File: config.mk
export PLATFORM = sky130hd
export DESIGN_NAME = dither_encoder
export DESIGN_NICKNAME = d
export VERILOG_FILES = /design/src/rtl/dith_pkg.sv /design/src/rtl/dith_frame_parity.sv /design/src/rtl/dith_chan_map.sv /design/src/rtl/dith_out_stage.sv /design/src/rtl/dither_encoder.sv
export SDC_FILE = /design/constraint.sdc
export NUM_CORES = 1
export LEC_CHECK = 0
export BUFFER_PORTS_ARGS = -buffer_cell sky130_fd_sc_hd__buf_2
export CAP_MARGIN = 10
export CORE_AREA = 5 5 42 44
export DETAILED_ROUTE_END_ITERATION = 16
export DIE_AREA = 0 0 47 49
export PLACE_DENSITY_LB_ADDON = 0.05
export SETUP_SLACK_MARGIN = 0.15
export SYNTH_ARGS = -nofsm -noshare
export SYNTH_HDL_FRONTEND = slang
export SYNTH_HIERARCHICAL = 1
export SYNTH_SLANG_ARGS = --single-unit
File: constraint.sdc
create_clock -name clk -period 2.32 [get_ports clk]
set_clock_uncertainty 0.2 [all_clocks]
set_input_delay 0.58 -clock clk [delete_from_list [all_inputs] [get_ports clk]]
set_output_delay 0.58 -clock clk [all_outputs]
set_load 0.03 [all_outputs]
File: src/rtl/dith_pkg.sv
package dith_pkg;
  localparam int unsigned LVL_W = 2;

  typedef enum logic [LVL_W-1:0] {
    LVL_OFF      = 2'd0,
    LVL_HALF     = 2'd1,
    LVL_FULL     = 2'd2,
    LVL_FULL_ALT = 2'd3
  } level_e;
endpackage

File: src/rtl/dith_frame_parity.sv
module dith_frame_parity (
  input  logic clk,
  input  logic rst_n,
  input  logic frame_tick,
  output logic odd_q,
  output logic odd_eff
);
  // Parity that applies to a pixel taken this cycle: a tick starts the new frame now.
  assign odd_eff = frame_tick ? ~odd_q : odd_q;

  always_ff @(posedge clk) begin
    if (!rst_n) odd_q <= 1'b0;
    else if (frame_tick) odd_q <= ~odd_q;
  end

  AST_PARITY_STEADY: assert property (@(posedge clk) disable iff (!rst_n)
    !frame_tick |=> $stable(odd_q));
  AST_PARITY_FLIP: assert property (@(posedge clk) disable iff (!rst_n)
    frame_tick |=> (odd_q != $past(odd_q)));
endmodule

File: src/rtl/dith_chan_map.sv
module dith_chan_map
  import dith_pkg::*;
(
  input  logic [LVL_W-1:0] level,
  input  logic             odd,
  input  logic             blank,
  output logic             bit_o
);
  level_e lvl;
  assign lvl = level_e'(level);

  always_comb begin
    unique case (lvl)
      LVL_OFF:      bit_o = 1'b0;
      LVL_HALF:     bit_o = odd;
      LVL_FULL,
      LVL_FULL_ALT: bit_o = 1'b1;
      default:      bit_o = 1'b0;
    endcase
    if (blank) bit_o = 1'b0;
  end
endmodule

File: src/rtl/dith_out_stage.sv
module dith_out_stage #(
  parameter int unsigned WIDTH = 3
) (
  input  logic             clk,
  input  logic             rst_n,
  input  logic             in_valid,
  output logic             in_ready,
  input  logic [WIDTH-1:0] in_data,
  output logic             out_valid,
  input  logic             out_ready,
  output logic [WIDTH-1:0] out_data
);
  logic take;
  assign in_ready = ~out_valid | out_ready;
  assign take     = in_valid & in_ready;

  always_ff @(posedge clk) begin
    if (!rst_n) begin
      out_valid <= 1'b0;
      out_data  <= '0;
    end else if (take) begin
      out_valid <= 1'b1;
      out_data  <= in_data;
    end else if (out_ready) begin
      out_valid <= 1'b0;
    end
  end

  AST_STALL_HOLD: assert property (@(posedge clk) disable iff (!rst_n)
    (out_valid && !out_ready) |=> (out_valid && $stable(out_data)));
  AST_TAKE_SHOWS: assert property (@(posedge clk) disable iff (!rst_n)
    take |=> (out_valid && out_data == $past(in_data)));
  AST_REFUSE_KEEPS: assert property (@(posedge clk) disable iff (!rst_n)
    (in_valid && !in_ready) |=> $stable(out_data));
endmodule

File: src/rtl/dither_encoder.sv
module dither_encoder
  import dith_pkg::*;
#(
  parameter int unsigned CHANNELS = 3,
  localparam int unsigned LEVEL_BITS = CHANNELS * LVL_W
) (
  input  logic                  clk,
  input  logic                  rst_n,
  input  logic                  frame_tick,
  input  logic                  pix_valid,
  output logic                  pix_ready,
  input  logic [LEVEL_BITS-1:0] pix_level,
  input  logic                  pix_blank,
  output logic                  out_valid,
  input  logic                  out_ready,
  output logic [CHANNELS-1:0]   out_rgb
);
  logic                odd_q;
  logic                odd_eff;
  logic [CHANNELS-1:0] enc_bits;
  logic                take;

  assign take = pix_valid & pix_ready;

  dith_frame_parity u_parity (
    .clk        (clk),
    .rst_n      (rst_n),
    .frame_tick (frame_tick),
    .odd_q      (odd_q),
    .odd_eff    (odd_eff)
  );

  for (genvar c = 0; c < CHANNELS; c++) begin : g_chan
    dith_chan_map u_map (
      .level (pix_level[c*LVL_W +: LVL_W]),
      .odd   (odd_eff),
      .blank (pix_blank),
      .bit_o (enc_bits[c])
    );

    AST_OFF_LOW: assert property (@(posedge clk) disable iff (!rst_n)
      (take && pix_level[c*LVL_W +: LVL_W] == 2'd0) |=> !out_rgb[c]);
    AST_FULL_HIGH: assert property (@(posedge clk) disable iff (!rst_n)
      (take && !pix_blank && pix_level[c*LVL_W +: LVL_W] >= 2'd2) |=> out_rgb[c]);
    AST_HALF_FOLLOWS: assert property (@(posedge clk) disable iff (!rst_n)
      (take && !pix_blank && pix_level[c*LVL_W +: LVL_W] == 2'd1) |=> (out_rgb[c] == odd_q));
  end

  dith_out_stage #(.WIDTH(CHANNELS)) u_out (
    .clk       (clk),
    .rst_n     (rst_n),
    .in_valid  (pix_valid),
    .in_ready  (pix_ready),
    .in_data   (enc_bits),
    .out_valid (out_valid),
    .out_ready (out_ready),
    .out_data  (out_rgb)
  );

  AST_BLANK_DARK: assert property (@(posedge clk) disable iff (!rst_n)
    (take && pix_blank) |=> (out_rgb == '0));
endmodule

Word level (Yosys, flattened, before mapping)
Index checks and enable logic that the tools add are counted.
{"block": "op_classes", "n_eq_ne": 9, "mux": 9, "bitwise_logic": 4, "reduce_logical": 7}
{"op": "2-bit equality test, second input constant", "count": 6}
{"op": "1-bit one-hot mux with 3 select lines", "count": 3}
{"op": "2-bit by 1-bit equality test with 1-bit output, second input constant", "count": 3}
{"op": "2-bit logical NOT", "count": 3}
{"op": "1-bit two-way mux", "count": 6}
{"op": "2-bit OR reduction", "count": 3}
{"op": "1-bit NOT", "count": 2}
{"op": "2-bit nonzero test", "count": 1}
{"op": "1-bit AND", "count": 1}
{"op": "1-bit OR", "count": 1}
{"block": "totals", "register_bits": 5, "input_bits": 12, "elab_cells": 32}

Depth between registers and ports, before layout
Gate-level depths: netlist of run 1.
{"block": "logic_depth", "word_depth": 4, "mapped_depth": 5, "mapped_depth_nobuf": 5}

Modules after synthesis
The synthesis of run 1 kept the hierarchy.
{"module": "dith_out_stage", "instances": 1, "cells_each": 17, "area_per_inst_um2": 170.2, "seq_area_each_um2": 80.1}
{"module": "dith_frame_parity", "instances": 1, "cells_each": 3, "area_per_inst_um2": 35.0, "seq_area_each_um2": 20.0}
{"module": "dith_chan_map", "instances": 3, "cells_each": 2, "area_per_inst_um2": 8.8, "seq_area_each_um2": 0.0}

Worst setup path before layout of run 1
No wires, ideal clock.
{"block": "synth_path", "path_kind": "input to output", "start": "input out_ready", "end": "output pix_ready", "t_arrival_ns": 0.759, "slack_ns": 0.781, "cell_stages": 1, "path_cell_list": "nand2b_4"}
{"block": "synth_between", "elab_chain_cells": 1}
{"item": "start: declaration", "line": "dither_encoder.sv:15", "text": "input logic out_ready,"}
{"item": "1-bit OR", "line": "dith_out_stage.sv:14", "text": "assign in_ready = ~out_valid | out_ready;"}
{"item": "end: declaration", "line": "dither_encoder.sv:11", "text": "output logic pix_ready,"}
Every way passes these cells.

Worst setup path in the final report of run 1
Same ends and word-level chain as after synthesis.

==> flow_metrics.env, run 1 <==
export IMPL_status="finished clean"
export IMPL_leakage_nw=0.1752
export IMPL_muxShareOfSynthArea_pct=0
export IMPL_top_layer="met3"
export IMPL_wl_met1_um=271
export IMPL_synth_compound_area_share_pct=21.08
export IMPL_slew_viol_final=0
export IMPL_drc=0
export IMPL_hold_path_class="reg -> reg"
export IMPL_wl_met2_um=284
export IMPL_synth_top_family_by_area="simple AND/OR/NAND/NOR gates"
export IMPL_relSlewSlack_pct=81.83
export IMPL_syn_to_final_growth_pct=54.59
export IMPL_ys_seq_elements=5
export IMPL_grt_pass1_wl_um=986
export IMPL_period_share_pct=76.71
export IMPL_yosysTopAreaCellShare_pct=43.24
export IMPL_hold_viol=0
export IMPL_required_ns=1.54
export IMPL_grtUsageTotal_pct=6.535
export IMPL_clockRootBuffer="clkbuf_4"
export IMPL_drtIter0Drc=0
export IMPL_wl_met3_um=83
export IMPL_layout_common_cells="buf_2 (16), dfxtp_1 (5)"
export IMPL_holdBufCountCts=0
export IMPL_synth_area_leaders="dfxtp_1 (43%), o21ai_2 (11%), nand4_1 (8.1%), a21oi_1 (6.5%), nand2b_4 (5.9%)"
export IMPL_worst_pin_slew_ns=0.2717
export IMPL_gp_congestion=0.6932
export IMPL_worstSetupStartpointType="input pin"
export IMPL_antennaDiodeCount=0
export IMPL_max_clock_path_buffers=2
export IMPL_clkLatencyLatePin_ns=0.24
export IMPL_cts_resized=0
export IMPL_cts_buffers=3
export IMPL_rsz0062_at_grt="no"
export IMPL_yosysWarningCount=6
export IMPL_whs_ns=0.2559
export IMPL_final_common_cell="buf_2"
export IMPL_powerDensity_nw_per_um2=680.7
export IMPL_vdd_drop_max_mv=0.1818
export IMPL_antenna_found_initial=0
export IMPL_core_area_um2=1401
export IMPL_synthXorXnorAreaFrac_pct=3.784
export IMPL_dr_pass1_iters=1
export IMPL_drive_gt1_share_pct=52.17
export IMPL_drv_cap=0
export IMPL_synth_top_cell_by_area="dfxtp_1"
export IMPL_synth_fp_nets=38
export IMPL_wl_per_cell_um=10.29
export IMPL_post_cts_buffers=0
export IMPL_cts_sinks=5
export IMPL_first_global_vias=245
export IMPL_place_worst_setup_slack_ns=0.5370
export IMPL_die_height_um=49
export IMPL_setup_slack_ns=0.5404
export IMPL_overflow=0
export IMPL_setup_viol=0
export IMPL_nets=59
export IMPL_vias_per_cell=3.855
export IMPL_synth_simple_area_share_pct=30.27
export IMPL_pin_count=17
export IMPL_fin_crit_ns=1.780
export IMPL_placed_cell_area_um2=331.6
export IMPL_seq_area_frac_synth_pct=43.24
export IMPL_postSynthCellCount=26
export IMPL_critPathKind="in -> out"
export IMPL_die_area_um2=2303
export IMPL_grt_max_degree=9
export IMPL_synth_area_um2=231.5
export IMPL_endpoint_kind="primary output"
export IMPL_synthAdderAreaFrac_pct=0
export IMPL_vias=239
export IMPL_htree_levels=1
export IMPL_final_antenna_net_count=0
export IMPL_drt_total_wl_um=638
export IMPL_clk_pin_slew_worst_paths_ns=0.05
export IMPL_finalSetupTns_ns=0
export IMPL_port_buffers=16
export IMPL_design_area_um2=357.8
export IMPL_clock_fmax_mhz=561.9
export IMPL_crit_arrival_ns=1.00
export IMPL_crit_fanout=6
export IMPL_synthDistinctLibCells=12
export IMPL_start_util_pct=16.52
export IMPL_die_width_um=47
export IMPL_avgSynthCellArea_um2=8.903
export IMPL_cts_tree="done"
export IMPL_fp_row_count=14
## routing by layer
layer  vias to the layer above  track usage, %
met3                         0           4.059
met5                         -               0
met1                        98           6.769
met4                         0           5.530
li1                        130               -
met2                        11           8.824
## through the flow
step | std cells | util, % | total power, mW
2_1_floorplan | 26 | - | 0.1238
3_3_place_gp | 58 | 23.66 | 0.1429
3_5_place_dp | 58 | 23.66 | 0.1437
4_1_cts | 62 | 25.54 | 0.2501
5_1_grt | 62 | 25.54 | 0.2614
6_report | 62 | 25.54 | 0.2436
## where the power goes
group | leakage, nW | switching, mW | total, mW | internal (mW)
clock | 0.0150 | 0.0370 | 0.102 | 0.0651
combinational | 0.119 | 0.0272 | 0.0465 | 0.0193
sequential | 0.0412 | 0.00295 | 0.0949 | 0.0920
## sequential cells by signal (all words and copies together) (netlist names)
signal           flops
u_parity/odd_q       1
u_out/out_data       3
u_out/out_valid      1
## worst max-delay path, cell delays in order
cell and delay (ns):
buf_2 0.09, nand2b_4 0.15, buf_2 0.18
## worst paths after layout
check                                                     from                              to  slack, ns  depth (start not counted)
worst max-delay path                                 out_ready                       pix_ready       0.54                          3
worst min-delay path            u_out/out_data[0]$_SDFFE_PN0P_  u_out/out_data[0]$_SDFFE_PN0P_       0.26                          2
worst max register to register       u_parity/odd_q$_SDFF_PN0_  u_out/out_data[2]$_SDFFE_PN0P_       1.07                          5
worst min register to register  u_out/out_data[0]$_SDFFE_PN0P_  u_out/out_data[0]$_SDFFE_PN0P_       0.26                          2
## synthesized netlist by cell type
library cell and number:
dfxtp_1 5, a21oi_1 3, nand2_1 3, nand4_1 3
nor2_1 3, o21ai_2 3, a21boi_0 1, and2_1 1
and2_4 1, inv_1 1, nand2b_4 1, xor2_1 1
## layout make-up
class                   count  area (µm²)
well taps                  16       20.02
inverters                   1       3.754
repair buffers             16       80.08
fillers                   173        1044
clock buffers               4       26.28
multi-input cells          20       127.6
flip-flops and latches      5       100.1
## cell families (layout without fill, tap and decap cells)
kind of cell,Yosys count,count (layout)
AND/OR/NAND/NOR,12,12
AO/OA/AOI/OAI,7,7
buffers and inverters,1,21
XOR/XNOR,1,1
flip-flops,5,5
(Power assumes the default switching activity.)
==> inputs of run 2 (changes only) <==
Settings changed: ABC_AREA from default to 1.
Clock period 2.32 ns to 1.55 ns, I/O delays scaled along.
==> flow_metrics.env, run 2 <==
export IMPL_status="finished clean"
export IMPL_avgSynthCellArea_um2=6.683
export IMPL_port_buffers=16
export IMPL_die_area_um2=2303
export IMPL_die_width_um=47
export IMPL_slowest_delay_ns=0.34
export IMPL_power_mw=0.3862
export IMPL_slew_viol_final=0
export IMPL_crit_fanout=2
export IMPL_grt_max_degree=8
export IMPL_worstSetupStartpointType="flip-flop"
export IMPL_stdcell_count=78
export IMPL_powerDensity_nw_per_um2=924.2
export IMPL_ys_seq_elements=5
export IMPL_crit_buf_inv=1
export IMPL_dp_hpwl_um=537.7
export IMPL_seqCellArea_um2=101.3
export IMPL_place_inst=73
export IMPL_largest_registers="u_out/out_data: 3 flops, u_out/out_valid: 1 flops, u_parity/odd_q: 1 flops"
export IMPL_multi_input_area_um2=128.9
export IMPL_finalSetupTns_ns=0
export IMPL_vias=294
export IMPL_syn_to_final_growth_pct=52.51
export IMPL_cp_top_family="flip-flops"
export IMPL_antennaDiodeCount=0
export IMPL_clockRootBuffer="clkbuf_4"
export IMPL_nets=75
export IMPL_relSlewSlack_pct=89.70
export IMPL_start_util_pct=19.55
export IMPL_vdd_drop_max_mv=0.2738
export IMPL_drtIter0Drc=2
export IMPL_dr_pass1_iters=2
export IMPL_synth_area_um2=274.0
export IMPL_layout_common_cells="buf_2 (14), inv_1 (10), nand2_1 (8)"
export IMPL_hold_viol=0
export IMPL_max_clock_path_buffers=2
export IMPL_required_ns=0.96
export IMPL_largest_reg_flops=3
export IMPL_cts_sinks=5
export IMPL_synth_common_cells="inv_1 (11), nand2_1 (8), dfxtp_1 (5)"
export IMPL_wl_per_cell_um=8.333
export IMPL_drc=0
export IMPL_crit_slowest_cell="dfxtp_2"
export IMPL_pin_count=17
export IMPL_yosysTopAreaCellShare_pct=36.53
export IMPL_rr_worst_depth=10
export IMPL_cts_buffers=3
export IMPL_synth_fp_nets=53
export IMPL_async_flop_share_pct=0
export IMPL_drt_total_wl_um=650
export IMPL_min_delay_start="rst_n"
export IMPL_top_register="u_out/out_data"
export IMPL_crit_arrival_ns=0.77
export IMPL_worstHoldEndpoint="u_out/out_data[1]$_SDFFE_PN0P_"
export IMPL_reg2reg_to="u_out/out_data[1]$_SDFFE_PN0P_"
export IMPL_rsz0062_at_grt="yes"
export IMPL_die_height_um=49
export IMPL_grtUsageTotal_pct=7.178
export IMPL_r2r_start="u_parity/odd_q$_SDFF_PN0_"
export IMPL_period_share_pct=87.55
export IMPL_yosysMostFrequentCell="inv_1"
export IMPL_antenna_found_initial=0
export IMPL_fill_cells=185
export IMPL_core_area_um2=1401
export IMPL_place_worst_setup_slack_ns=0.1317
export IMPL_overflow=0
export IMPL_hold_depth=3
export IMPL_drive_gt1_share_pct=46.77
export IMPL_critPathKind="reg -> out"
export IMPL_seq_area_frac_synth_pct=36.53
export IMPL_synth_top_cell_by_area="dfxtp_1"
export IMPL_vias_per_cell=3.769
export IMPL_final_antenna_net_count=0
export IMPL_crit_cells=1
export IMPL_fp_row_count=14
export IMPL_clock_fmax_mhz=736.9
export IMPL_yosysWarningCount=6
export IMPL_r2r_slack_ns=0.33
export IMPL_grt_pass1_wl_um=1117
export IMPL_worst_pin_slew_ns=0.1555
export IMPL_clkLatencyLatePin_ns=0.24
export IMPL_setup_viol=0
export IMPL_cts_tree="done"
export IMPL_postSynthCellCount=41
export IMPL_htree_levels=1
export IMPL_leakage_nw=0.2436
export IMPL_hold_path_class="in -> reg"
export IMPL_fin_crit_ns=1.357
export IMPL_worstPathCellList="buf_2"
export IMPL_gp_congestion=0.6405
export IMPL_synthDistinctLibCells=12
export IMPL_endpoint_kind="primary output"
export IMPL_final_common_cell="buf_2"
export IMPL_synth_edf_count=0
export IMPL_first_global_vias=285
export IMPL_synth_area_leaders="dfxtp_1 (37%), inv_1 (15%), nand2_1 (11%), a21oi_2 (9.6%), a21oi_1 (5.5%)"
export IMPL_whs_ns=0.2103
export IMPL_clk_pin_slew_worst_paths_ns=0.05
export IMPL_drv_cap=0
export IMPL_setup_slack_ns=0.1930
export IMPL_synth_main_ff_cell="dfxtp_1"
## run 2: cell types whose count changed after synthesis, moves of 3 or more
cell | before | now
inv_1 | 1 | 11
nand2_1 | 3 | 8
a21oi_2 | 0 | 3
nand3_1 | 0 | 3
nand4_1 | 3 | 0
o21ai_2 | 3 | 0
## run 2: worst max path at each step
stage / startpoint / to
floorplan: u_out/out_valid$_SDFFE_PN0P_ / pix_ready
finish: u_out/out_valid$_SDFFE_PN0P_ / out_valid
CTS: u_out/out_valid$_SDFFE_PN0P_ / out_valid
detailed placement: frame_tick / u_out/out_data[1]$_SDFFE_PN0P_
global placement: frame_tick / u_out/out_data[0]$_SDFFE_PN0P_
global route: u_parity/odd_q$_SDFF_PN0_ / u_out/out_data[1]$_SDFFE_PN0P_
## run 2: routing by layer
metal  track usage [%]  share of wire (%)  up-vias
met5                 0                  0        -
li1                  -                  -      164
met4             2.765                  0        0
met3             6.642                 11        0
met1             8.114                 42      121
met2             9.276                 46        9
## run 2: power by group
group | leakage, nW | switching [mW] | total (mW) | internal [mW]
clock network | 0.0150 | 0.0535 | 0.151 | 0.0974
registers | 0.0418 | 0.00502 | 0.144 | 0.139
logic | 0.187 | 0.0538 | 0.0910 | 0.0371
total | 0.244 | 0.112 | 0.386 | 0.274
## run 2: repair_timing
action / 4_1_cts / 5_1_grt
setup endpoints to repair: 2 / 2
buffers inserted: 1 / 0
resized for setup: 3 / 2
pin swaps: 1 / 0
hold buffers: 0 / 0
## run 2: stage by stage
step                      area [µm²]  utilization, %
after floorplan                274.0               -
after global placement         374.1           26.70
after detailed placement       374.1           26.70
after CTS                      415.4           29.64
after global routing           417.9           29.82
final                          417.9           29.82
## run 2: layout make-up
| cell class | instances | area share (%) |
|---|---|---|
| inverter | 12 | 10.78 |
| tap | 16 | 4.790 |
| timing repair buffer | 17 | 23.05 |
| multi-input combinational | 24 | 30.84 |
| clock buffer | 4 | 6.287 |
| sequential | 5 | 24.25 |
## run 2: kinds of logic (layout without fill, tap and decap cells)
kind of cell    Yosys count  in the layout  share of synthesized area [%]
buf+inv                  12             33                          16.44
flops                     5              5                          36.53
compound gates            7              7                          17.81
simple gates             17             17                          29.22
==> inputs of run 3 (changes only) <==
Settings changed: ABC_AREA 1 to default, GPL_ROUTABILITY_DRIVEN from default to 0, SKIP_CTS_REPAIR_TIMING from default to 1.
==> flow_metrics.env, run 3 (synthesis results as in run 1) <==
export IMPL_dp_hpwl_um=528.2
export IMPL_stdcell_count=63
export IMPL_worstSetupStartpointType="flip-flop"
export IMPL_crit_cells=1
export IMPL_required_ns=0.96
export IMPL_wl_met1_um=292
export IMPL_clkLatencyLatePin_ns=0.24
export IMPL_start_util_pct=16.52
export IMPL_hold_viol=0
export IMPL_nets=60
export IMPL_crit_slowest_cell="dfxtp_2"
export IMPL_period_share_pct=88.27
export IMPL_htree_levels=1
export IMPL_crit_arrival_ns=0.78
export IMPL_syn_to_final_growth_pct=62.16
export IMPL_leakage_nw=0.1825
export IMPL_die_area_um2=2303
export IMPL_wl_met2_um=289
export IMPL_crit_end="out_valid"
export IMPL_top_layer="met3"
export IMPL_die_height_um=49
export IMPL_top_register="u_out/out_data"
export IMPL_r2r_start="u_parity/odd_q$_SDFF_PN0_"
export IMPL_place_worst_setup_slack_ns=0.1129
export IMPL_worstPathCellList="buf_2"
export IMPL_drive_gt1_share_pct=55.32
export IMPL_slew_viol_final=0
export IMPL_worst_pin_slew_ns=0.2704
export IMPL_cts_sinks=5
export IMPL_overflow=0
export IMPL_vdd_drop_max_mv=0.2590
export IMPL_largest_registers="u_out/out_data: 3 flops, u_out/out_valid: 1 flops, u_parity/odd_q: 1 flops"
export IMPL_setup_slack_ns=0.1818
export IMPL_rsz0062_at_grt="no"
export IMPL_drtIter0Drc=0
export IMPL_clk_pin_slew_worst_paths_ns=0.04
export IMPL_clock_fmax_mhz=730.9
export IMPL_final_antenna_net_count=0
export IMPL_utilization_pct=26.79
export IMPL_powerDensity_nw_per_um2=979.6
export IMPL_reg2reg_to="u_out/out_data[2]$_SDFFE_PN0P_"
export IMPL_core_area_um2=1401
export IMPL_dr_pass1_iters=1
export IMPL_critPathKind="reg -> out"
export IMPL_pin_count=17
export IMPL_clockRootBuffer="clkbuf_4"
export IMPL_antenna_found_initial=0
export IMPL_setup_viol=0
export IMPL_finalSetupTns_ns=0
export IMPL_cts_buffers=3
export IMPL_status="finished clean"
export IMPL_r2r_slack_ns=0.32
export IMPL_grt_max_degree=9
export IMPL_cts_tree="done"
export IMPL_cp_top_family="flip-flops"
export IMPL_crit_fanout=2
export IMPL_endpoint_kind="primary output"
export IMPL_crit_buf_inv=1
export IMPL_wl_met3_um=75
export IMPL_grt_pass1_wl_um=952
export IMPL_largest_reg_flops=3
export IMPL_drt_total_wl_um=656
export IMPL_power_mw=0.3677
export IMPL_wl_per_cell_um=10.41
export IMPL_drv_cap=0
export IMPL_die_width_um=47
export IMPL_first_global_vias=249
export IMPL_rr_worst_depth=5
export IMPL_layout_common_cells="buf_2 (14), clkbuf_4 (4), dfxtp_1 (4)"
export IMPL_slowest_delay_ns=0.34
export IMPL_drc=0
export IMPL_port_buffers=16
export IMPL_fp_row_count=14
export IMPL_max_clock_path_buffers=2
export IMPL_fin_crit_ns=1.368
export IMPL_relSlewSlack_pct=81.91
export IMPL_hold_path_class="in -> reg"
export IMPL_vias_per_cell=4.000
export IMPL_final_common_cell="buf_2"
export IMPL_startpoint="u_out/out_valid$_SDFFE_PN0P_"
export IMPL_vias=252
export IMPL_grtUsageTotal_pct=6.056
export IMPL_antennaDiodeCount=0
export IMPL_place_inst=58
## run 3: stage by stage
step                      area, µm²  hold WS, ns
after floorplan               231.5       0.3092
after global placement        331.6       0.2468
after detailed placement      331.6       0.2486
after CTS                     357.8       0.2251
after global routing          375.4       0.2366
final                         375.4       0.2279
## run 3: cell type report
type	instances	area [µm²]
Fill cell	165	1026
Multi-Input combinational cell	20	127.6
Sequential cell	5	101.3
Timing Repair Buffer	17	96.34
Clock buffer	4	26.28
Tap cell	16	20.02
Inverter	1	3.754
## run 3: metal layers
metal | GRT usage, % | up-vias
met3 | 3.321 | 0
met2 | 8.597 | 11
met1 | 5.934 | 108
met5 | 0 | -
li1 | - | 133
met4 | 5.530 | 0
## run 3: worst min path at each step
stage / start / end / slack (ns) / cells after the start
3_5_place_dp: u_out/out_data[0]$_SDFFE_PN0P_ / u_out/out_data[0]$_SDFFE_PN0P_ / 0.25 / 2
5_1_grt: pix_valid / u_out/out_valid$_SDFFE_PN0P_ / 0.24 / 3
2_1_floorplan: rst_n / u_parity/odd_q$_SDFF_PN0_ / 0.31 / 1
4_1_cts: pix_valid / u_out/out_valid$_SDFFE_PN0P_ / 0.23 / 3
6_report: pix_valid / u_out/out_valid$_SDFFE_PN0P_ / 0.23 / 3
3_3_place_gp: u_out/out_data[1]$_SDFFE_PN0P_ / u_out/out_data[1]$_SDFFE_PN0P_ / 0.25 / 2
## run 3: where the power goes
group	switching, mW	total (mW)	internal, mW
Clock	0.0542	0.152	0.0974
Sequential	0.00454	0.143	0.138
Combinational	0.0410	0.0734	0.0325
Total	0.0998	0.368	0.268
